**config.mk**
```make
export PLATFORM = sky130hd
export DESIGN_NAME = codec_reg_host
export DESIGN_NICKNAME = d
export VERILOG_FILES = /design/src/rtl/codec_reg_pkg.sv /design/src/rtl/codec_reg_ctrl.sv /design/src/rtl/codec_reg_dp.sv /design/src/rtl/codec_reg_host.sv
export SDC_FILE = /design/constraint.sdc
export NUM_CORES = 1
export LEC_CHECK = 0
export ABC_AREA = 1
export BUFFER_PORTS_ARGS = -buffer_cell sky130_fd_sc_hd__buf_2
export CAP_MARGIN = 20
export CORE_AREA = 3 3 166 168
export DETAILED_ROUTE_END_ITERATION = 12
export DIE_AREA = 0 0 169 171
export GPL_TIMING_DRIVEN = 0
export PLACE_DENSITY = 0.68
export SETUP_SLACK_MARGIN = 0.15
export SYNTH_ARGS = -nofsm -noshare
export SYNTH_HDL_FRONTEND = slang
export SYNTH_SLANG_ARGS = --single-unit
```
**constraint.sdc**
```tcl
create_clock -name clk -period 3.46 [get_ports clk]
set_clock_uncertainty 0.15 [all_clocks]
set_input_delay 0.173 -clock clk [delete_from_list [all_inputs] [get_ports clk]]
set_output_delay 0.173 -clock clk [all_outputs]
set_load 0.02 [all_outputs]
```
**src/rtl/codec_reg_pkg.sv**
```systemverilog
package codec_reg_pkg;
  localparam int ADDR_W = 2;
  localparam int DATA_W = 8;
  localparam int PTR_W  = 5;
  localparam int BANK_N = 1 << PTR_W;

  localparam logic [ADDR_W-1:0] A_INDEX  = 2'd0;
  localparam logic [ADDR_W-1:0] A_WINDOW = 2'd1;
  localparam logic [ADDR_W-1:0] A_STATUS = 2'd2;
  localparam logic [ADDR_W-1:0] A_PBDATA = 2'd3;

  localparam logic [DATA_W-1:0] LOCKED_READ = 8'h80;

  typedef struct packed {
    logic idxWr;
    logic winWr;
    logic statClr;
    logic pbWr;
    logic inInit;
  } busStrobes_t;
endpackage

```
**src/rtl/codec_reg_ctrl.sv**
```systemverilog
module codec_reg_ctrl
  import codec_reg_pkg::*;
#(
  parameter int INIT_CYCLES = 16,
  parameter int CNT_W       = 8
) (
  input  logic              clk,
  input  logic              rstN,
  input  logic [ADDR_W-1:0] addr,
  input  logic              wrEn,
  output busStrobes_t       strb
);
  localparam logic [CNT_W-1:0] INIT_LAST = CNT_W'(INIT_CYCLES);

  logic [CNT_W-1:0] initCnt;
  logic             busy;

  always_ff @(posedge clk or negedge rstN) begin
    if (!rstN) initCnt <= '0;
    else if (busy) initCnt <= initCnt + 1'b1;
  end

  assign busy = (initCnt != INIT_LAST);

  always_comb begin
    strb.inInit  = busy;
    strb.idxWr   = wrEn && !busy && (addr == A_INDEX);
    strb.winWr   = wrEn && !busy && (addr == A_WINDOW);
    strb.statClr = wrEn && (addr == A_STATUS);
    strb.pbWr    = wrEn && (addr == A_PBDATA);
  end

  AST_INIT_MONOTONIC: assert property (@(posedge clk) disable iff (!rstN)
    !busy |=> !busy);
endmodule

```
**src/rtl/codec_reg_dp.sv**
```systemverilog
module codec_reg_dp
  import codec_reg_pkg::*;
(
  input  logic              clk,
  input  logic              rstN,
  input  busStrobes_t       strb,
  input  logic [ADDR_W-1:0] addr,
  input  logic              rdEn,
  input  logic [DATA_W-1:0] wrData,
  input  logic              intSet,
  input  logic              pbReady,
  input  logic              pbLeft,
  output logic [DATA_W-1:0] rdData,
  output logic              irq,
  output logic              dacMute
);
  localparam int E_PLAYFMT = 8;
  localparam int E_IFCFG   = 9;
  localparam int E_PINCTL  = 10;
  localparam int E_MODE    = 12;
  localparam int E_CAPFMT  = 28;
  localparam int B_IRQEN   = 1;
  localparam int B_MODE2   = 6;
  localparam int ENABLE_W  = 2;

  logic [DATA_W-1:0] bank [BANK_N];
  logic [PTR_W-1:0]  idxPtr;
  logic              modeChg;
  logic              xferOff;
  logic              intStat;
  logic [DATA_W-1:0] pbByte;
  logic              mode2;
  logic [PTR_W-1:0]  effPtr;
  logic [DATA_W-1:0] winNext;
  logic [DATA_W-1:0] idxView;

  assign mode2  = bank[E_MODE][B_MODE2];
  assign effPtr = {idxPtr[PTR_W-1] & mode2, idxPtr[PTR_W-2:0]};

  always_comb begin
    winNext = wrData;
    if (effPtr == PTR_W'(E_PLAYFMT) || effPtr == PTR_W'(E_CAPFMT)) begin
      if (!modeChg) winNext = bank[effPtr];
    end else if (effPtr == PTR_W'(E_IFCFG)) begin
      if (!modeChg) winNext = {bank[effPtr][DATA_W-1:ENABLE_W], wrData[ENABLE_W-1:0]};
    end
  end

  always_ff @(posedge clk or negedge rstN) begin
    if (!rstN) begin
      for (int i = 0; i < BANK_N; i++) bank[i] <= '0;
    end else if (strb.winWr) begin
      bank[effPtr] <= winNext;
    end
  end

  always_ff @(posedge clk or negedge rstN) begin
    if (!rstN) begin
      idxPtr  <= '0;
      modeChg <= 1'b1;
      xferOff <= 1'b0;
    end else if (strb.idxWr) begin
      idxPtr  <= {wrData[PTR_W-1] & mode2, wrData[PTR_W-2:0]};
      modeChg <= wrData[6];
      xferOff <= wrData[5];
    end
  end

  always_ff @(posedge clk or negedge rstN) begin
    if (!rstN) intStat <= 1'b0;
    else if (intSet) intStat <= 1'b1;
    else if (strb.statClr) intStat <= 1'b0;
  end

  always_ff @(posedge clk or negedge rstN) begin
    if (!rstN) pbByte <= '0;
    else if (strb.pbWr) pbByte <= wrData;
  end

  assign idxView = {1'b0, modeChg, xferOff, effPtr};

  always_comb begin
    rdData = '0;
    if (rdEn) begin
      case (addr)
        A_INDEX:  rdData = strb.inInit ? LOCKED_READ : idxView;
        A_WINDOW: rdData = strb.inInit ? LOCKED_READ : bank[effPtr];
        A_STATUS: rdData = {5'b0, pbLeft, pbReady, intStat};
        default:  rdData = pbByte;
      endcase
    end
  end

  assign irq     = intStat & bank[E_PINCTL][B_IRQEN];
  assign dacMute = modeChg;

  AST_STAT_CLEARS: assert property (@(posedge clk) disable iff (!rstN)
    strb.statClr && !intSet |=> !intStat);
  AST_SET_WINS: assert property (@(posedge clk) disable iff (!rstN)
    intSet |=> intStat);
  AST_PLAYFMT_HELD: assert property (@(posedge clk) disable iff (!rstN)
    strb.winWr && !modeChg && effPtr == PTR_W'(E_PLAYFMT) |=> $stable(bank[E_PLAYFMT]));
  AST_IDX_LOCKED: assert property (@(posedge clk) disable iff (!rstN)
    strb.inInit |=> $stable(idxPtr) && modeChg);
endmodule

```
**src/rtl/codec_reg_host.sv**
```systemverilog
module codec_reg_host
  import codec_reg_pkg::*;
#(
  parameter int INIT_CYCLES = 16,
  parameter int CNT_W       = 8
) (
  input  logic              clk,
  input  logic              rstN,
  input  logic [ADDR_W-1:0] addr,
  input  logic              wrEn,
  input  logic              rdEn,
  input  logic [DATA_W-1:0] wrData,
  output logic [DATA_W-1:0] rdData,
  input  logic              intSet,
  input  logic              pbReady,
  input  logic              pbLeft,
  output logic              irq,
  output logic              dacMute
);
  busStrobes_t strb;

  codec_reg_ctrl #(.INIT_CYCLES(INIT_CYCLES), .CNT_W(CNT_W)) u_ctrl (
    .clk(clk), .rstN(rstN), .addr(addr), .wrEn(wrEn), .strb(strb)
  );

  codec_reg_dp u_dp (
    .clk(clk), .rstN(rstN), .strb(strb), .addr(addr), .rdEn(rdEn),
    .wrData(wrData), .intSet(intSet), .pbReady(pbReady), .pbLeft(pbLeft),
    .rdData(rdData), .irq(irq), .dacMute(dacMute)
  );

  AST_INIT_READ: assert property (@(posedge clk) disable iff (!rstN)
    strb.inInit && rdEn && addr != A_STATUS && addr != A_PBDATA |-> rdData == LOCKED_READ);
  AST_MUTE_IN_INIT: assert property (@(posedge clk) disable iff (!rstN)
    strb.inInit |-> dacMute);
endmodule

```
After elaboration in Yosys (flattened, before gate mapping)
Cells that the tools add are included.
{ "classes": {"bitwise_logic": 4, "reduce_logical": 10, "add_sub_neg": 1, "eq_ne": 7, "n_mux": 16, "n_lt_le_gt_ge": 2} }
{ "op_table": {"columns": ["operator", "n"], "rows": [
  ["bitwise mux 256 bit", 1],
  ["2-to-1 mux 8 bit", 10],
  ["binary-select mux 8 bit (select 5 bit)", 1],
  ["demux 8 bit (select 5 bit)", 1],
  ["one-hot mux 8 bit (3 select lines)", 1],
  ["equality test 5 x 4 -> 1 bit (second input constant)", 2],
  ["adder 8 x 1 -> 8 bit (second input constant)", 1],
  ["!= test 8 x 5 -> 1 bit (second input constant)", 1],
  ["greater-or-equal comparator 6 bit (second input constant)", 1],
  ["logical AND 1 bit", 6],
  ["less-than comparator 6 x 1 -> 1 bit (second input constant)", 1],
  ["inverter 5 -> 6 bit", 1],
  ["equality test 5 bit (second input constant)", 1],
  ["equality test 2 bit (second input constant)", 2],
  ["AND 1 bit", 3],
  ["equality test 2 x 1 -> 1 bit (second input constant)", 1],
  ["logical NOT 2 bit", 1],
  ["2-to-1 mux 1 bit", 2],
  ["nonzero test 2 bit", 1],
  ["logical NOT 1 bit", 1],
  ["logical OR 1 bit", 1]
]} }
{ "word_totals": {"out_inout_bits": 10, "word_cells": 78, "in_bits": 17, "register_bits": 280} }

Depth between registers and ports, before layout
Gate-level depths: netlist (run 1).
{ "logic_depth": {"depth_word": 9, "ltp_mapped": 16} }

Modules after synthesis
Synthesis (run 1) repeated with hierarchy kept, for this count alone.
{ "unflattened": {"hier_cells": 2081, "area_unflattened_um2": 14682.8} }
{ "by_module_without_submodules": {"columns": ["module", "area_each_um2", "instances", "seq_area_each_um2", "cells_per_inst"], "rows": [
  ["codec_reg_dp", 14194.9, 1, 6807.8, 2011],
  ["codec_reg_ctrl", 488.0, 1, 200.2, 70]
]} }

Worst setup path before layout (run 1)
No wires, ideal clock.
{ "synth_timing": {"kind": "flip-flop to flip-flop", "start": "register u_ctrl.initCnt[0]", "end": "register u_dp.bank[12] in the netlist's numbering", "slack_ns": 1.366, "setup_ns": 0.123, "arrival_ns": 1.821, "path_stages_with_launch": 15, "path_cell_list": "dfrtp_1 > inv_1 > ha_1 > nand2_1 > nor3_2 > nand2_2 > nor3_4 > nand2_4 > inv_2 > nand2_4 > nor2_4 > inv_1 > buf_2 > nand2_1 > o21ai_1"} }
{ "synth_via": {"elab_chain_cells": 4} }
{ "synth_lines": {"columns": ["item", "line", "text"], "rows": [
  ["start, declared", "codec_reg_ctrl.sv:15", "logic [CNT_W-1:0] initCnt;"],
  ["start signal, assigned", "codec_reg_ctrl.sv:20", "else if (busy) initCnt <= initCnt + 1'b1;"],
  ["!= test 8 x 5 -> 1 bit", "codec_reg_ctrl.sv:23", "assign busy = (initCnt != INIT_LAST);"],
  ["logical NOT 1 bit", "codec_reg_ctrl.sv:28", "strb.winWr = wrEn && !busy && (addr == A_WINDOW);"],
  ["logical AND 1 bit (2 in series)", "codec_reg_ctrl.sv:28", null],
  ["end signal, assigned by index", "codec_reg_dp.sv:53", "bank[effPtr] <= winNext;"],
  ["end, declared", "codec_reg_dp.sv:26", "logic [DATA_W-1:0] bank [BANK_N];"]
]} }
No other way between the ends.
A chain may end at the register's enable or synchronous reset.

Worst setup path in the final report (run 1)
{ "layout_timing": {"start": "register u_dp.idxPtr[2]", "end": "output rdData[2]"} }
{ "layout_via": {"elab_chain_cells": 7} }
{ "layout_lines": {"columns": ["item", "line", "text"], "rows": [
  ["start, declared", "codec_reg_dp.sv:27", "logic [PTR_W-1:0] idxPtr;"],
  ["start signal, assigned", "codec_reg_dp.sv:63", "idxPtr <= {wrData[PTR_W-1] & mode2, wrData[PTR_W-2:0]};"],
  ["inverter 5 -> 6 bit (implied by the code)", "codec_reg_dp.sv:87", "A_WINDOW: rdData = strb.inInit ? LOCKED_READ : bank[effPtr];"],
  ["binary-select mux 8 bit (select 5 bit)", "codec_reg_dp.sv:87", null],
  ["2-to-1 mux 8 bit (implied by the code) (2 in series)", "codec_reg_dp.sv:87", null],
  ["2-to-1 mux 8 bit", "codec_reg_dp.sv:87", null],
  ["one-hot mux 8 bit (3 select lines) *", "codec_reg_dp.sv:85", "case (addr)"],
  ["2-to-1 mux 8 bit *", "codec_reg_dp.sv:84", "if (rdEn) begin"],
  ["end, declared", "codec_reg_host.sv:13", "output logic [DATA_W-1:0] rdData,"]
]} }
Mark *: on every way between the ends. The rest lies on a longest branch, timed or not. The select of a mux whose other input is x is not followed.

==> impl_results.md, run 1 <==
- Fmax: 306 MHz
- Die H: 171 um
- R2r worst-path depth: 12
- Area delta synth->final: 14.3%
- Peak VDD IR: 0.474 mV
- Global-route wire length before repair: 74,100 um
- Failing checks: negative hold slack
- Total number of vias: 13,100
- Crit. Startpoint: u_dp.idxPtr[2]$_DFFE_PN0P_
- Slew HR: 29.7%
- Leakage: 8.48 nW
- CTS H-tree depth: 1
- Fin worst setup slack: 0.188 ns
- Power per Cell Area: 577 nW/um^2
- Overall Global Routing Usage: 33.7%
- Die area: 28,900 um^2
- Hpwl dp: 32,800 um
- Detail Route Antenna Nets: 0
- Initial core utilization: 52.9%
- Outcome: complete, but fails checks
- Die width: 169 um
- DRT Wirelength: 48,500 um
- Grt ovf: 0
- CTS tree: yes
- RD Place Congestion: 0.993
- DR WL/cell: 21.6 um
- Avg Cell Area, Syn: 7.64 um^2
- Vias in the first global route: 12,500
- Clock slew at reported path FFs: 0.06 ns
- Antenna violations before repair: 0
- Minimum clock period: 3.27 ns
- Drt via density: 5.82
- CTS buffer count: 31
- CTS sink cnt: 280
- Critical path capture point type: output pin
- Clock Latency Late Sink: 0.57 ns
- Fin. max-slew vios: 0
- Syn_nets: 1,823
- Hold WS: -0.00640 ns
- Yosys top cell area share: 50.6%
- Nature of the critical path startpoint: register
- Final Setup Violations: 0
- Critical setup path kind: reg -> out
- Worst r2r src: u_ctrl.initCnt[0]$_DFFE_PN0P_
- Drt first pass iters: 6
- Max Fanout on Critical Path: 10
- Netlist cell types: 36
- IO Port Bufs: 25
- Seq/Total Area, Yosys: 50.8%
- Area contributors post-synth: dfrtp_1 51%, nand2_1 24%, nand3_1 7.0%, o21ai_1 3.4%, inv_1 2.0%
- Drt initial violations: 1,679
- Dpl ws: 0.553 ns
- Area leader, netlist: dfrtp_1
- CTS root buf: clkbuf_16
- Cells after synthesis: 1,804
- Row count: 59
- Least-Margin Pin Slew: 1.05 ns
- Netlist area before placement: 13,800 um^2
- Max cap viols: 0
- Max clock buf depth: 3
- Ant diodes: 0
- Nets@finish: 1,907
- I/O pin count: 27
- Total chip power: 9.09 mW
- Hold Fails Final Rpt: 1
- Yosys warns: 0
- DRC: 0
- Final worst path period share: 94.6%
- CP required: 3.14 ns
- Hold Crit Class: in -> async
- Yosys reg bits: 280
- Layout cell share with drive strength beyond 1: 11.0%
- Crit path DAT: 2.95 ns
- Core ar.: 26,100 um^2
- Pin count of the biggest net entering global routing: 114
- RSZ-0062 raised after global routing: no
## timing repair
item                       in CTS  in global routing
resized for setup               8                 26
setup endpoints to repair       6                 12
hold buffers                   22                  0
hold endpoints to repair      301                  0
gates cloned                    0                  0
pin swaps                       0                  2
buffers inserted                0                  2
## registers in the layout, indices dropped and copies added (netlist names)
name            flops
u_dp.idxPtr         5
u_dp.dacMute        1
u_ctrl.initCnt      8
u_dp.pbByte         8
u_dp.intStat        1
u_dp.bank         256
u_dp.xferOff        1
## cells in the mapped netlist, drive strengths merged
| master | n |
|---|---|
| clkbuf | 30 |
| dfrtp | 279 |
| nand3 | 197 |
| a32o | 1 |
| nand4 | 29 |
| ha | 2 |
| a21oi | 19 |
| buf | 79 |
| xor2 | 4 |
| nor3 | 6 |
| o21ai | 118 |
| a21o | 1 |
| nand3b | 1 |
| nor3b | 1 |
| a22oi | 34 |
| dfstp | 1 |
| xnor2 | 2 |
| nand2 | 879 |
| clkinv | 1 |
| nor2 | 36 |
| inv | 84 |
## critical path, cell delays in order, from the launching register on
cell     delay, ns
dfrtp_1       0.44
buf_4         0.24
inv_1         0.10
buf_2         0.35
nor2_4        0.13
nand2_1       0.16
nand2_1       0.07
nor2_1        0.18
nand3_1       0.25
nand2_1       0.14
nand3_1       0.07
nand2_1       0.06
inv_1         0.03
buf_2         0.14
## through the flow
stage,instances,TNS (ns),area (um^2),util [%]
after floorplan,1804,0,13800,-
after global placement,2164,-897.30,14300,55.0
after detailed placement,2166,0,14400,55.3
after CTS,2245,0,15700,60.2
after global routing,2247,0,15800,60.5
final,2247,0,15800,60.5
## where the power goes
part	total [mW]	switching, mW	internal, mW
Sequential	3.83	0.211	3.62
Combinational	1.86	1.34	0.520
Clock	3.41	1.37	2.03
## cell usage in the layout (no fill, tap or decap), types with 2 or more instances in the layout
master         synthesis  final
nand4_1               28     28
buf_2                 53     67
clkbuf_8               0      8
xnor2_1                2      2
nand3_1              194    194
a21oi_1               15     15
clkinv_2               0      7
dlygate4sd3_1          0     22
o21ai_1               93     93
nand2_2                5      5
nand2_4                2      3
clkbuf_1              30     33
clkbuf_16              0     31
inv_1                 73     73
o21ai_2                2      2
nor3_1                 4      4
nand2_1              872    871
a21oi_2                4      4
clkbuf_2               0      5
bufinv_16              0      3
buf_6                 11     14
a22oi_1               34     34
nor2_2                 3      3
nand3_2                3      3
dfrtp_1              279    277
ha_1                   2      2
dfrtp_2                0      2
clkbuf_4               0      3
nor2_1                24     21
nor2_4                 9     12
inv_2                 11     10
buf_4                 13     19
buf_16                 0      2
xor2_1                 4      4
o21ai_0               23     23
## area by class of cell
cell class | instances | area, um^2
Inverter | 85 | 322
Fill cell | 2322 | 10300
Tap cell | 335 | 419
Buffer | 109 | 649
Clock buffer | 46 | 912
Sequential cell | 280 | 7010
Clock inverter | 11 | 134
Timing Repair Buffer | 51 | 425
Multi-Input combinational cell | 1330 | 5880
## path summary, 6_finish.rpt
kind,end,slack [ns]
max in group asynchronous,u_dp.bank[143]$_DFFE_PN0P_,2.19
min in group clk,u_dp.xferOff$_DFFE_PN0P_,0.13
worst min-delay path,u_dp.bank[118]$_DFFE_PN0P_,-0.006
worst max-delay path,rdData[2],0.19
worst min register to register,u_dp.bank[111]$_DFFE_PN0P_,0.33
worst max register to register,u_dp.idxPtr[3]$_DFFE_PN0P_,0.38
## kinds of logic after synthesis
logic type / synth area share [%]
AO/OA/AOI/OAI: 7.11
XOR/XNOR: 0.381
adder cells (fa/ha/maj): 0.181
buffers and inverters: 6.72
flip-flops: 50.8
AND/OR/NAND/NOR: 34.8
## layer usage
metal | up-vias | share of wire [%] | GRT usage [%]
met5 | - | 0 | 0
met4 | 0 | 5.4 | 16.3
met3 | 144 | 11 | 9.31
met2 | 777 | 43 | 50.4
met1 | 6225 | 40 | 45.6
li1 | 5933 | - | -
No activity file was read; power rests on OpenSTA's default activity.
==> run 2, diff against run 1 <==
- ABC_AREA: 1 -> unset
- CORE_AREA: 3 3 166 168 -> 3 3 160 162
- DIE_AREA: 0 0 169 171 -> 0 0 163 165
- GPL_ROUTABILITY_DRIVEN: unset -> 0
- PLACE_DENSITY: 0.68 -> 0.69
==> run 2 against run 1 <==
The run now ends clean. Non-clock buffer count shrank 26. Count of clock-buffer cells in the layout shrank 5. Via count shrank 23%. Global-route usage shrank 3.7 points. Power shrank 4.3%. Flip-flop and latch count is the same. Register-to-register slack lost 0.10 ns. Sequential power is essentially flat. First-iteration DRC count shrank 21%. Synthesized area shrank 6.8%.
==> impl_results.md, run 2 <==
- Outcome: complete, no violations
- Worst r2r dst: u_dp.bank[205]$_DFFE_PN0P_
- Net Switching: 2.55 mW (-13%)
- Drt via density: 6.18 (+6.2%)
- Seq/Total Area, Yosys: 54.6% (+3.7 points)
- I/O pin count: 27 (unchanged)
- Top reg by flops: u_dp.bank
- Seq pwr share: 44.0% (+1.9 points)
- Hold WS: 0.0569 ns (+0.0633 ns)
- Least-Margin Pin Slew: 0.942 ns (-0.104 ns)
- Max reg flops: 256 (unchanged)
- Detail Route Antenna Nets: 0 (unchanged)
- WP buf/inv: 3 (-2)
- DR WL/cell: 24.2 um (+12%)
- Combinational power share: 20.1% (-0.3 points)
- DRC: 0 (unchanged)
- IO Port Bufs: 24 (-4.0%)
- Pint: 6.15 mW (-0.33%)
- Critical setup path kind: reg -> out
- Fin Setup TNS: 0 ns (unchanged)
- Die width: 163 um (-3.6%)
- Non-Filler Instances: 1,623 (-28%)
- EDFF count, synth: 0 (unchanged)
- Biggest regs: u_dp.bank: 256 flops, u_ctrl.initCnt: 8 flops, u_dp.pbByte: 8 flops
- Post-Synth Simple-Gate Area: 13.5% (-21 points)
- Netlist cell types: 61 (+69%)
- Hold Fails Final Rpt: 0 (-1)
- Slew HR: 36.8% (+7.1 points)
- Avg Cell Area, Syn: 10.7 um^2 (+40%)
- Top-count cell post-synth: nand2_1
- Hpwl dp: 27,500 um (-16%)
- Syn_nets: 1,216 (-33%)
- Overall Global Routing Usage: 30.0% (-3.7 points)
- Dpl ws: 0.0773 ns (-0.475 ns)
- Power per Cell Area: 586 nW/um^2 (+1.6%)
- Area leader, netlist: dfrtp_1
- Area delta synth->final: 15.6%
- Xor and xnor fraction of the mapped netlist area: 0.545% (+0.16 points)
- Sw Share: 29.3% (-2.8 points)
- Drt initial violations: 1,333 (-21%)
- Synth top cells by count: 306 x nand2_1, 279 x dfrtp_1, 247 x o21ai_0
- Nature of the critical path startpoint: register
- Max Fanout on Critical Path: 10 (unchanged)
- Clock slew at reported path FFs: 0.06 ns (about the same)
- CTS root buf: clkbuf_16
- Clock Latency Late Sink: 0.56 ns (about the same)
- Total number of vias: 10,000 (-23%)
- Critical path capture point type: output pin
- Core ar.: 24,200 um^2 (-6.9%)
- Layout cell share with drive strength beyond 1: 16.2% (+5.2 points)
- Worst r2r src: u_ctrl.initCnt[0]$_DFFE_PN0P_
- RSZ-0062 raised after global routing: no
- Max cap viols: 0 (unchanged)
- Most frequent cells in the layout: 305 x nand2_1, 278 x dfrtp_1, 247 x o21ai_0
- Vias in the first global route: 9,898 (-21%)
- Drt first pass iters: 7 (+1)
- Max clock buf depth: 3 (unchanged)
- Minimum clock period: 3.33 ns (+0.0626 ns)
- Critical-path top delay cell: or4_1
- Crit path DAT: 3.01 ns (+0.06 ns)
- Cells after synthesis: 1,197 (-34%)
- R2r worst-path depth: 9 (-3)
- Antenna violations before repair: 0 (unchanged)
- Yosys top cell area share: 54.4% (+3.7 points)
- Peak VDD IR: 0.345 mV (-27%)
- Final worst path period share: 96.4% (+1.8 points)
- Placed cells: 1,548 (-29%)
- Hold Crit Class: in -> async
- CTS buffer count: 29 (-6.5%)
- Commonest non-fill, non-tap cell in the layout: nand2_1
- Top Family by Delay on Critical Path: simple AND/OR/NAND/NOR gates
- Initial core utilization: 53.0% (+0.060 points)
- Global-route wire length before repair: 60,600 um (-18%)
- Grt ovf: 0 (unchanged)
- Leakage: 6.47 nW (-24%)
- Fmax: 300 MHz (-1.9%)
- Fin. max-slew vios: 0 (unchanged)
- CP required: 3.14 ns (about the same)
- CTS H-tree depth: 1 (unchanged)
- DRT Wirelength: 39,400 um (-19%)
- Pin count of the biggest net entering global routing: 102 (-11%)
- Die H: 165 um (-3.5%)
- Area contributors post-synth: dfrtp_1 54%, o21ai_0 9.6%, nand2_1 8.9%, mux4_2 6.8%, mux4_1 3.7%
- CTS tree: yes
- Synth Area in Adders: 0.195% (+0.013 points)
- Yosys reg bits: 280 (unchanged)
- Ant diodes: 0 (unchanged)
- Max incr delay on CP: 0.70 ns (+0.26 ns)
- Nets@finish: 1,296 (-32%)
- Fin worst setup slack: 0.126 ns (-0.0626 ns)
- CTS sink cnt: 280 (unchanged)
- Final Setup Violations: 0 (unchanged)
- Mux share of post-synthesis cell area: 12.9% (+13 points)
- Largest family of logic cells by synthesized area: compound AO/OA/AOI/OAI gates
- Yosys warns: 0 (unchanged)
- Flop2flop setup slack: 0.28 ns (-0.10 ns)
- Top FF cell, synth: dfrtp_1
- Clock power share: 35.9% (-1.6 points)
- Die area: 26,900 um^2 (-6.9%)
- Row count: 57 (-3.4%)
- Synth Area in Compound Gates: 14.2% (+7.1 points)
- Asr flop ratio synth: 100% (unchanged)
- Netlist area before placement: 12,800 um^2 (-6.8%)
- CP Cell Sequence: and2_1 -> clkbuf_4 -> buf_12 -> nand2_1 -> o22ai_1 -> or4_1 -> o21ai_0 -> buf_2
[run 2: metal layers]
metal,global-route usage (%),routed length (um)
met1,41.0,15500
met2,45.6,17400
met3,6.75,4110
met4,14.8,2310
met5,0,0
[run 2: how the worst max path moves through the flow]
| stage | start | endpoint | slack (ns) | cells after the start |
|---|---|---|---|---|
| 6_report | u_dp.bank[158]$_DFFE_PN0P_ | rdData[7] | 0.13 | 8 |
| 4_1_cts | u_dp.idxPtr[0]$_DFFE_PN0P_ | rdData[0] | 0.14 | 10 |
| 3_5_place_dp | u_dp.idxPtr[1]$_DFFE_PN0P_ | rdData[0] | 0.08 | 9 |
| 5_1_grt | u_dp.bank[158]$_DFFE_PN0P_ | rdData[7] | 0.15 | 8 |
| 2_1_floorplan | u_dp.bank[158]$_DFFE_PN0P_ | rdData[5] | 0.99 | 8 |
| 3_3_place_gp | rstN | u_dp.bank[83]$_DFFE_PN0P_ | -3.09 | 1 |
[run 2: per-stage QoR]
| stage | util [%] | area, um^2 | power (mW) |
|---|---|---|---|
| after global placement | 55.1 | 13400 | 5.35 |
| after floorplan | - | 12800 | 4.81 |
| final | 61.2 | 14800 | 8.70 |
| after CTS | 60.4 | 14600 | 8.56 |
| after detailed placement | 55.4 | 13400 | 5.40 |
| after global routing | 61.2 | 14800 | 9.01 |
[run 2: final cells by class]
cell class,instances,area [um^2]
fill,1991,9410
sequential,280,7010
multi-input combinational,826,5450
clock buffer,41,821
buffer,85,597
timing repair buffer,49,415
tap,324,405
clock inverter,12,121
inverter,6,22.5
[run 2: timing repair]
item / 4_1_cts / 5_1_grt
hold buffers: 11 / 0
gates cloned: 0 / 1
resized for setup: 34 / 31
setup endpoints to repair: 6 / 8
pin swaps: 2 / 5
hold endpoints to repair: 109 / 0
setup buffers: 1 / 9
[run 2: power groups by stage]
| stage | clock [mW] | sequential, mW | combinational, mW |
|---|---|---|---|
| finish | 3.13 | 3.82 | 1.75 |
| global route | 3.28 | 3.86 | 1.86 |
| CTS | 3.14 | 3.81 | 1.61 |
| detailed placement | 0 | 3.87 | 1.53 |
| global placement | 0 | 3.85 | 1.49 |
| floorplan | 0 | 3.81 | 1.01 |
[run 2: cells by family (layout without fill, tap and decap cells)]
family / Yosys count / count (layout)
adder cells (fa/ha/maj): 2 / 2
XOR/XNOR: 8 / 8
multiplexers: 86 / 86
AND/OR/NAND/NOR: 405 / 405
buffers and inverters: 91 / 193
AO/OA/AOI/OAI: 325 / 325
flip-flops: 280 / 280
==> run 3, diff against run 2 <==
- BUFFER_PORTS_ARGS: -buffer_cell sky130_fd_sc_hd__buf_2 -> unset
- DONT_BUFFER_PORTS: unset -> 1
- PLACE_DENSITY: 0.69 -> 0.68
- clock period: 3.46 -> 3.4 ns (I/O delays scaled with it)
==> run 3 against run 2 <==
Highest routed layer unchanged. Count of clock-buffer cells in the layout is 3 higher. Core utilization down 0.78 points. Final cell count down 1.6%. Critical path depth is the same. Critical path type unchanged. Final area fell by 1.3%. First-iteration DRC count shrank 5.0%. The run now ends with negative hold slack left. Combinational power down 6%. Sequential share of layout area is 0.61 points higher.
==> impl_results.md, run 3 (synthesized netlist as in run 2, its figures left out) <==
- Max cap viols: 0 (unchanged)
- CTS buffer count: 30 (+3.4%)
- Drt first pass iters: 6 (-1)
- Initial core utilization: 53.0% (unchanged)
- Max Fanout on Critical Path: 10 (unchanged)
- Pint: 6.22 mW (+1.2%)
- Crit. Startpoint: u_dp.bank[158]$_DFFE_PN0P_
- Drt via density: 6.28 (+1.7%)
- DRT Wirelength: 39,700 um (+0.99%)
- Final worst path period share: 96.9%
- Fmax: 304 MHz
- Final Setup Violations: 0 (unchanged)
- DRC: 0 (unchanged)
- Worst r2r dst: u_dp.bank[35]$_DFFE_PN0P_
- CTS tree: yes
- Die width: 163 um (unchanged)
- Leakage: 6.35 nW (-1.9%)
- Crit path DAT: 2.97 ns (-0.04 ns)
- Die area: 26,900 um^2 (unchanged)
- Max reg flops: 256 (unchanged)
- I/O pin count: 27 (unchanged)
- Top reg by flops: u_dp.bank
- R2r worst-path depth: 9 (unchanged)
- Critical path capture point type: output pin
- Clock power share: 36.7% (+0.8 points)
- Clock Latency Late Sink: 0.56 ns (about the same)
- Overall Global Routing Usage: 30.1% (+0.15 points)
- Hold WS: -0.848 ns (-0.905 ns)
- Ant diodes: 0 (unchanged)
- Antenna violations before repair: 0 (unchanged)
- Peak VDD IR: 0.378 mV (+9.8%)
- Pin count of the biggest net entering global routing: 281 (+180%)
- DR WL/cell: 24.9 um (+2.6%)
- Area delta synth->final: 14.1%
- Least-Margin Pin Slew: 0.958 ns (+0.0156 ns)
- Hold Fails Final Rpt: 280 (+280)
- CTS root buf: clkbuf_16
- Layout cell share with drive strength beyond 1: 14.5% (-1.6 points)
- Drt initial violations: 1,266 (-5.0%)
- RSZ-0062 raised after global routing: yes
- Minimum clock period: 3.29 ns
- Global-route wire length before repair: 60,700 um (+0.18%)
- # fillers: 2,001 (+0.50%)
- Max clock buf depth: 3 (unchanged)
- Biggest regs: u_dp.bank: 256 flops, u_ctrl.initCnt: 8 flops, u_dp.pbByte: 8 flops
- Failing checks: negative hold slack
- Hpwl dp: 27,100 um (-1.3%)
- Hold Crit Class: in -> async
- Most frequent cells in the layout: 306 x nand2_1, 278 x dfrtp_1, 243 x o21ai_0
- Sw Share: 28.9% (-0.37 points)
- CTS H-tree depth: 1 (unchanged)
- CTS sink cnt: 280 (unchanged)
- Fin. max-slew vios: 0 (unchanged)
- CTS Hold Buffers Added: 17 (+6)
- Fin Setup TNS: 0 ns (unchanged)
- Slew HR: 35.8% (-1.0 points)
- Power per Cell Area: 598 nW/um^2 (+2.0%)
- Worst r2r src: u_ctrl.initCnt[0]$_DFFE_PN0P_
- Placed instance area: 13,300 um^2 (-1.4%)
- IO Port Bufs: 0 (-100%)
- Total chip power: 8.76 mW (+0.65%)
- Net Switching: 2.53 mW (-0.61%)
- Total number of vias: 10,000 (+0.080%)
- CP required: 3.08 ns (-0.06 ns)
- Flop2flop setup slack: 0.19 ns (-0.09 ns)
- Die H: 165 um (unchanged)
- Seq pwr share: 44.6% (+0.6 points)
- Cell area after layout: 14,700 um^2 (-1.3%)
- Row count: 57 (unchanged)
- Nature of the critical path startpoint: register
- Combinational power share: 18.7% (-1.4 points)
- Core ar.: 24,200 um^2 (unchanged)
- Grt ovf: 0 (unchanged)
- Clock slew at reported path FFs: 0.06 ns (about the same)
- Vias in the first global route: 9,916 (+0.18%)
- Outcome: complete, but fails checks
- Detail Route Antenna Nets: 0 (unchanged)
- Nets@finish: 1,270 (-2.0%)
- Critical setup path kind: reg -> out
- Commonest non-fill, non-tap cell in the layout: nand2_1
## run 3: changes by cell type in the layout (fill, tap and decap cells not counted), sizes merged
cell         change
clkbuf           -1
dlygate4sd3      +6
bufinv           -2
clkinv           +3
clkinvlp         -3
buf             -29
## run 3: metal layers
layer	vias to the layer above	part of all wire, %	global-route usage, %
li1	4361	-	-
met1	5068	41	40.7
met2	479	45	46.4
met3	128	9.0	6.80
met4	0	5.6	14.8
met5	-	0	0
## run 3: critical path, cell delays in order, from the launching register on
cell,delay [ns]
dfrtp_2,0.47
and2_1,0.18
buf_2,0.18
buf_12,0.17
buf_6,0.16
nor2_2,0.40
a22oi_1,0.20
a31oi_1,0.39
o21a_2,0.25
## run 3: worst max-delay path by stage
stage	cells after the start	endpoint	slack (ns)
global route	9	rdData[6]	0.08
CTS	8	rdData[4]	0.12
finish	8	rdData[6]	0.11
detailed placement	8	rdData[0]	0.04
floorplan	8	rdData[5]	0.94
global placement	8	rdData[0]	0.05
## run 3: final cells by class
| cell class | count | area (um^2) | area share [%] |
|---|---|---|---|
| sequential | 280 | 7010 | 47.8 |
| buffer | 85 | 557 | 3.80 |
| multi-input combinational | 826 | 5480 | 37.4 |
| tap | 324 | 405 | 2.77 |
| inverter | 6 | 22.5 | 0.154 |
| timing repair buffer | 22 | 208 | 1.42 |
| clock buffer | 44 | 915 | 6.24 |
| clock inverter | 10 | 53.8 | 0.367 |
## run 3: power groups by stage
stage                     registers [mW]  logic [mW]  clock network, mW
after global placement              3.93        1.43                  0
final                               3.90        1.64               3.21
after floorplan                     3.87        1.02                  0
after CTS                           3.89        1.56               3.24
after detailed placement            3.94        1.46                  0
after global routing                3.93        1.74               3.38
## run 3: through the flow
stage	std cells	hold WS (ns)	utilization [%]	setup WS, ns
after CTS	1594	-0.856	60.0	0.115
after detailed placement	1521	-0.269	54.6	0.0371
final	1597	-0.848	60.4	0.107
after floorplan	1197	-0.276	-	0.937
after global placement	1521	-0.270	54.6	0.0532
after global routing	1597	-0.864	60.4	0.0750
## run 3: timing repair
action                                  4_1_cts  5_1_grt
gates resized for setup                      43       19
endpoints found under the setup margin        8       13
pin swaps                                     2        1
endpoints found under the hold margin       338      280
setup buffers                                 2        3
